===== config.mk =====
export PLATFORM = sky130hd
export DESIGN_NAME = i2c_scl_gen
export DESIGN_NICKNAME = d
export VERILOG_FILES = /design/src/rtl/i2c_scl_pkg.sv /design/src/rtl/scl_cfg_regs.sv /design/src/rtl/scl_phase_len.sv /design/src/rtl/scl_timer.sv /design/src/rtl/i2c_scl_gen.sv
export SDC_FILE = /design/constraint.sdc
export NUM_CORES = 1
export LEC_CHECK = 0
export BUFFER_PORTS_ARGS = -buffer_cell sky130_fd_sc_hd__buf_2
export CORE_MARGIN = 2
export CORE_UTILIZATION = 60
export CTS_BUF_LIST = sky130_fd_sc_hd__clkbuf_16
export CTS_CLUSTER_DIAMETER = 30
export DETAILED_ROUTE_END_ITERATION = 12
export GPL_ROUTABILITY_DRIVEN = 0
export GPL_TIMING_DRIVEN = 1
export PLACE_DENSITY = 0.76
export SETUP_SLACK_MARGIN = 0.02
export SLEW_MARGIN = 15
export SYNTH_ARGS = -nofsm -noshare
export SYNTH_HDL_FRONTEND = slang
export SYNTH_SLANG_ARGS = --single-unit

===== constraint.sdc =====
create_clock -name clk -period 4.8 [get_ports clk]
set_input_delay 0.48 -clock clk [delete_from_list [all_inputs] [get_ports clk]]
set_output_delay 0.48 -clock clk [all_outputs]
set_load 0.05 [all_outputs]

===== src/rtl/i2c_scl_pkg.sv =====
package i2c_scl_pkg;
    localparam int unsigned CC_LO_W = 7;
    localparam int unsigned CC_HI_W = 5;

    typedef enum logic {
        PH_LOW  = 1'b0,
        PH_HIGH = 1'b1
    } scl_phase_e;
endpackage


===== src/rtl/scl_cfg_regs.sv =====
module scl_cfg_regs #(
    parameter int unsigned LO_W = 7,
    parameter int unsigned HI_W = 5,
    localparam int unsigned CC_W = LO_W + HI_W
) (
    input  logic            clk,
    input  logic            rst_n,
    input  logic            wr_lo,
    input  logic [LO_W-1:0] lo_val,
    input  logic            fast_val,
    input  logic            wr_hi,
    input  logic [HI_W-1:0] hi_val,
    output logic [CC_W-1:0] cc,
    output logic            fast
);
    typedef struct packed {
        logic [LO_W-1:0] lo;
        logic [HI_W-1:0] hi;
        logic            fast;
    } cfg_t;

    cfg_t cfg_d, cfg_q;

    always_comb begin
        cfg_d = cfg_q;
        if (wr_lo) begin
            cfg_d.lo   = lo_val;
            cfg_d.fast = fast_val;
        end
        if (wr_hi) begin
            cfg_d.hi = hi_val;
        end
    end

    always_ff @(posedge clk or negedge rst_n) begin
        if (!rst_n) cfg_q <= '0;
        else        cfg_q <= cfg_d;
    end

    assign cc   = {cfg_q.hi, cfg_q.lo};
    assign fast = cfg_q.fast;


    cfg_hold_chk: assert property (@(posedge clk) disable iff (!rst_n)
        (!wr_lo && !wr_hi) |=> ($stable(cc) && $stable(fast)));


    cfg_lo_chk: assert property (@(posedge clk) disable iff (!rst_n)
        (wr_lo && !wr_hi) |=> (cc[LO_W-1:0] == $past(lo_val) && $stable(cc[CC_W-1:LO_W])));
endmodule


===== src/rtl/scl_phase_len.sv =====
module scl_phase_len #(
    parameter int unsigned CC_W  = 12,
    localparam int unsigned CNT_W = CC_W + 2
) (
    input  logic [CC_W-1:0]  cc,
    input  logic             fast,
    output logic [CNT_W-1:0] low_len,
    output logic [CNT_W-1:0] high_len
);
    logic [CNT_W-1:0] cc_x1;
    logic [CNT_W-1:0] cc_x2;

    assign cc_x1 = {2'b00, cc};
    assign cc_x2 = {1'b0, cc, 1'b0};

    always_comb begin
        if (fast) begin
            low_len  = cc_x2 + CNT_W'(5);
            high_len = cc_x1 + CNT_W'(4);
        end else begin
            low_len  = cc_x1 + CNT_W'(4);
            high_len = cc_x1 + CNT_W'(3);
        end
    end
endmodule


===== src/rtl/scl_timer.sv =====
module scl_timer
    import i2c_scl_pkg::*;
#(
    parameter int unsigned CC_W  = 12,
    localparam int unsigned CNT_W = CC_W + 2
) (
    input  logic            clk,
    input  logic            rst_n,
    input  logic            en,
    input  logic [CC_W-1:0] cfg_cc,
    input  logic            cfg_fast,
    output logic            scl,
    output logic            drv_stb,
    output logic            smp_stb
);
    typedef struct packed {
        logic             run;
        scl_phase_e       ph;
        logic [CNT_W-1:0] cnt;
        logic [CC_W-1:0]  cc;
        logic             fast;
        logic             drv;
        logic             smp;
    } tmr_t;

    tmr_t st_d, st_q;
    logic [CNT_W-1:0] low_len;
    logic [CNT_W-1:0] high_len;
    logic             low_done;
    logic             high_done;

    scl_phase_len #(.CC_W(CC_W)) u_len (
        .cc       (st_q.cc),
        .fast     (st_q.fast),
        .low_len  (low_len),
        .high_len (high_len)
    );

    assign low_done  = (st_q.ph == PH_LOW)  && (st_q.cnt == low_len  - CNT_W'(1));
    assign high_done = (st_q.ph == PH_HIGH) && (st_q.cnt == high_len - CNT_W'(1));

    always_comb begin
        st_d     = st_q;
        st_d.drv = 1'b0;
        st_d.smp = 1'b0;
        if (!en) begin
            st_d.run = 1'b0;
            st_d.ph  = PH_LOW;
            st_d.cnt = '0;
        end else if (!st_q.run || high_done) begin
            st_d.run  = 1'b1;
            st_d.ph   = PH_LOW;
            st_d.cnt  = '0;
            st_d.cc   = cfg_cc;
            st_d.fast = cfg_fast;
            st_d.drv  = 1'b1;
        end else if (low_done) begin
            st_d.ph  = PH_HIGH;
            st_d.cnt = '0;
            st_d.smp = 1'b1;
        end else begin
            st_d.cnt = st_q.cnt + CNT_W'(1);
        end
    end

    always_ff @(posedge clk or negedge rst_n) begin
        if (!rst_n) st_q <= '0;
        else        st_q <= st_d;
    end

    assign scl     = !st_q.run || (st_q.ph == PH_HIGH);
    assign drv_stb = st_q.drv;
    assign smp_stb = st_q.smp;


    idle_release_chk: assert property (@(posedge clk) disable iff (!rst_n)
        !en |=> (scl && !drv_stb && !smp_stb));


    drive_at_fall_chk: assert property (@(posedge clk) disable iff (!rst_n)
        drv_stb |-> $fell(scl));


    sample_at_rise_chk: assert property (@(posedge clk) disable iff (!rst_n)
        smp_stb |-> $rose(scl));


    cnt_range_chk: assert property (@(posedge clk) disable iff (!rst_n)
        st_q.run |-> (st_q.cnt < ((st_q.ph == PH_LOW) ? low_len : high_len)));


    shadow_hold_chk: assert property (@(posedge clk) disable iff (!rst_n)
        !drv_stb |-> ($stable(st_q.cc) && $stable(st_q.fast)));
endmodule


===== src/rtl/i2c_scl_gen.sv =====
module i2c_scl_gen
    import i2c_scl_pkg::*;
#(
    parameter int unsigned LO_W = CC_LO_W,
    parameter int unsigned HI_W = CC_HI_W,
    localparam int unsigned CC_W = LO_W + HI_W
) (
    input  logic            clk,
    input  logic            rst_n,
    input  logic            enable,
    input  logic            cfg_lo_we,
    input  logic [LO_W-1:0] cfg_lo_cc,
    input  logic            cfg_fast,
    input  logic            cfg_hi_we,
    input  logic [HI_W-1:0] cfg_hi_cc,
    output logic            scl_o,
    output logic            sda_drive_stb,
    output logic            sda_sample_stb
);
    logic [CC_W-1:0] cc;
    logic            fast;

    scl_cfg_regs #(.LO_W(LO_W), .HI_W(HI_W)) u_cfg (
        .clk      (clk),
        .rst_n    (rst_n),
        .wr_lo    (cfg_lo_we),
        .lo_val   (cfg_lo_cc),
        .fast_val (cfg_fast),
        .wr_hi    (cfg_hi_we),
        .hi_val   (cfg_hi_cc),
        .cc       (cc),
        .fast     (fast)
    );

    scl_timer #(.CC_W(CC_W)) u_tmr (
        .clk      (clk),
        .rst_n    (rst_n),
        .en       (enable),
        .cfg_cc   (cc),
        .cfg_fast (fast),
        .scl      (scl_o),
        .drv_stb  (sda_drive_stb),
        .smp_stb  (sda_sample_stb)
    );


    strobe_excl_chk: assert property (@(posedge clk) disable iff (!rst_n)
        !(sda_drive_stb && sda_sample_stb));
endmodule


==> impl_metrics.csv <==
group,metric,value,unit
yosys,yosys_warnings,0,
global_route,antenna_found_initial,0,
clock_tree,cts_inserted_buffers,5,
setup_path,rr_endpoint,"u_tmr.st_q[29]$_DFFE_PN0P_",
floorplanning,core,0.00718,mm^2
yosys,yosys.area_share.xor_xnor,12.7,%
global_route,grt_max_degree,45,
power_and_ir_drop,combPwrFrac,57.1,%
routing,m1WireLength,4820,um
clock_tree,clkLatencyLatePin,270,ps
global_route,grt_overflow,0,
setup_path,worst_setup_path_start_kind,"flip-flop",
setup_path,crit_arrival,4480,ps
routing,vias,4111,
yosys,synth_most_common_cell,"dfrtp_1",
global_route,grt_use_total,28.9,%
power_and_ir_drop,sw_frac_of_total,46.1,%
cells_and_area,areaGrowthSynthToFinish,2.71,%
sta,rsz0062_at_grt,"no",
yosys,ys.flop_type,"dfrtp_1",
sta,max_slew.worst_pin.slew,941,ps
clock_tree,htree_num_levels,2,
sta,final.setup.tns,0,ps
sta,holdWs,351,ps
power_and_ir_drop,power.internal,1050,uW
flow_run,max_cap_viol_count,0,
yosys,synthCells,519,
placed_design,place.detailed.hpwl,8220,um
clock_tree,cts_hold_buf,0,
clock_tree,clkTransAtPathRegs,60,ps
yosys,yosysSeqAreaShare,25.1,%
power_and_ir_drop,clkPwrFrac,15.9,%
setup_path,crit_path_max_fanout,21,
clock_tree,clockRootBuffer,"clkbuf_16",
yosys,synth_edf_count,0,
setup_path,end_kind,"flip-flop",
routing,routed-wl-met3,841,um
yosys,syn_avg_cell_area,8.44,um^2
yosys,synth_top_cell_by_area,"dfrtp_1",
floorplanning,dieHeight,89.5,um
sta,slew_headroom,37.3,%
sta,hold_viol_final,0,
yosys,synthAdderAreaFrac,2.28,%
setup_path,cp.required,5000,ps
clock_tree,cts_buffer_depth,2,
setup_path,rrSetupSlack,510,ps
sta,skew,2.49,ps
min_path,hp-class,"in2async",
sta,finalSetupViolCount,0,
clock_tree,cts_tree,"yes",
routing,drcViolationCount,0,
cells_and_area,nets,528,
yosys,synth_commonest_cells,"dfrtp_1, nand2_1, xnor2_1",
placed_design,io_buffers,20,
routing,wl_met2,5090,um
cells_and_area,diodes,0,
power_and_ir_drop,power.density,433,mW/mm^2
routing,vias_per_cell,6.83,
floorplanning,initial_core_util,61.1,%
routing,drt_pass1_iterations,6,
sta,fin_crit,4290,ps
routing,highest_layer,"met4",
power_and_ir_drop,p_seq_share,27.0,%
yosys,synth_seq_cells,44,
routing,wirelength,11000,um
yosys,synth_area_leaders,"dfrtp_1, xnor2_1, mux2_2",
power_and_ir_drop,p_total,1950,uW
yosys,synthMuxAreaShare,5.00,%
status,status,"finished clean",
yosys,synth_compound_area_share,20.4,%
sta,fin_crit_sh,89.3,%
power_and_ir_drop,p_leak,0.00169,uW
clock_tree,postCtsSetupBuffers,0,
clock_tree,cts.sinks,44,
power_and_ir_drop,switchingPower,899,uW
sta,fmax,233,MHz
setup_path,reg2reg_from,"u_tmr.st_q[5]$_DFFE_PN0P_",
yosys,synth_top_area_share,25.1,%
cells_and_area,drive_gt1_share,11.9,%
yosys,syn_nets,545,
sta,slew_violations,0,
global_route,grt_pass1_vias,3788,
yosys,synth_area,0.00438,mm^2
power_and_ir_drop,irDropWorstVdd,0.000291,V
yosys,ys_types,78,
global_route,grt_pass1_wl,18400,um
setup_path,endpoint,"u_tmr.st_q[29]$_DFFE_PN0P_",
clock_tree,cts-resized-gates,0,
setup_path,ff2ff_path_depth,9,
floorplanning,die_width,89.5,um
setup_path,cp-startpoint,"u_tmr.st_q[5]$_DFFE_PN0P_",
floorplanning,ios,21,
routing,ant_nets,0,
yosys,synth_top_family_by_area,"simple AND/OR/NAND/NOR gates",
routing,detail_route.iter0.violations,467,
yosys,synthSimpleGateAreaFrac,26.9,%
floorplanning,fp.dieArea,0.00800,mm^2
setup_path,worst-setup-path-type,"reg2reg",
routing,avgRoutedWirePerCell,18.3,um
floorplanning,num_rows,31,
yosys,async_reset_ff_share,100,%
cells in the final DEF, fill, tap and decap left out, drive strengths merged, types with 3 or more instances in the layout:
cell,netlist,routed
clkbuf,20,5
inv,13,15
nand2,41,41
nand4,25,25
nor3b,6,6
and4,3,3
a222oi,8,8
o21ai,14,14
nand2b,8,8
ha,8,8
xnor3,3,3
nor4,6,6
o311ai,4,4
nor2b,3,3
nor3,24,24
and2,15,15
a211oi,3,3
or4,6,6
xnor2,37,37
nor2,24,24
mux2,15,15
nand4b,5,5
a21o,4,4
buf,29,25
or2,3,3
a21oi,18,18
a31oi,10,10
nand3,21,21
and4b,3,3
nor4b,3,3
o211ai,20,20
a41oi,3,3
a41o,4,4
dfrtp,44,44
and3,5,5
mux2i,5,5
xor2,19,19
worst min-delay path by stage:
stage                               to  cells after the start  slack, ps                     from
2_1_floorplan  u_cfg.cc[0]$_DFFE_PN0P_                      0        180                    rst_n
3_3_place_gp   u_cfg.cc[9]$_DFFE_PN0P_                      1        520  u_cfg.cc[9]$_DFFE_PN0P_
3_5_place_dp   u_cfg.cc[0]$_DFFE_PN0P_                      1        530  u_cfg.cc[0]$_DFFE_PN0P_
4_1_cts        u_cfg.cc[5]$_DFFE_PN0P_                      1        380                    rst_n
5_1_grt        u_cfg.cc[0]$_DFFE_PN0P_                      1        430                    rst_n
6_report       u_cfg.cc[5]$_DFFE_PN0P_                      1        350                    rst_n
state kept, by name, indices dropped and copies added, names as in the netlist:
signal         cells
u_cfg.cc          12
u_tmr.smp_stb      1
u_tmr.st_q        29
u_cfg.fast         1
u_tmr.drv_stb      1
per-stage QoR:
stage	utilization, %	cells	area, um^2	worst slack [ps]
finish	62.7	602	4500	515
global route	62.7	602	4500	275
CTS	62.7	602	4500	593
detailed placement	60.8	594	4360	605
global placement	60.8	594	4360	715
floorplan	-	519	4380	1240
cell type report:
class                   instances  area (um^2)
fillers                       603         2680
repair buffers                 25          138
well taps                      99          124
clock buffers                   5          125
clock inverters                 3         11.3
inverters                      14         52.6
multi-input cells             412         2950
flip-flops and latches         44         1100
cells by family (layout without fill, tap and decap cells):
| kind of cell | after synthesis | after routing |
|---|---|---|
| buffers and inverters | 63 | 47 |
| flip-flops | 44 | 44 |
| multiplexers | 20 | 20 |
| AO/OA/AOI/OAI | 117 | 117 |
| adder cells (fa/ha/maj) | 8 | 8 |
| AND/OR/NAND/NOR | 208 | 208 |
| XOR/XNOR | 59 | 59 |
power by group through the flow:
stage / Combinational [uW] / Sequential [uW] / Clock (uW)
2_1_floorplan: 986 / 446 / 0
3_3_place_gp: 1060 / 525 / 0
3_5_place_dp: 1080 / 528 / 0
4_1_cts: 1090 / 521 / 319
5_1_grt: 1220 / 537 / 332
6_report: 1110 / 527 / 310
layer usage:
metal / up-vias / GRT usage, %
met3: 26 / 2.86
met2: 223 / 47.5
li1: 1924 / -
met5: - / 0
met1: 1938 / 40.3
met4: 0 / 9.09
worst max-delay path, cell delays in order (launching register included):
cell and delay [ps]:
dfrtp_1 760, ha_1 510, and4_1 540, a21oi_1 150, o311ai_2 630, nor3_1 160
or4_1 550, and3_1 220, or4_1 530, a21oi_1 170
No activity file was read; power rests on OpenSTA's default activity.
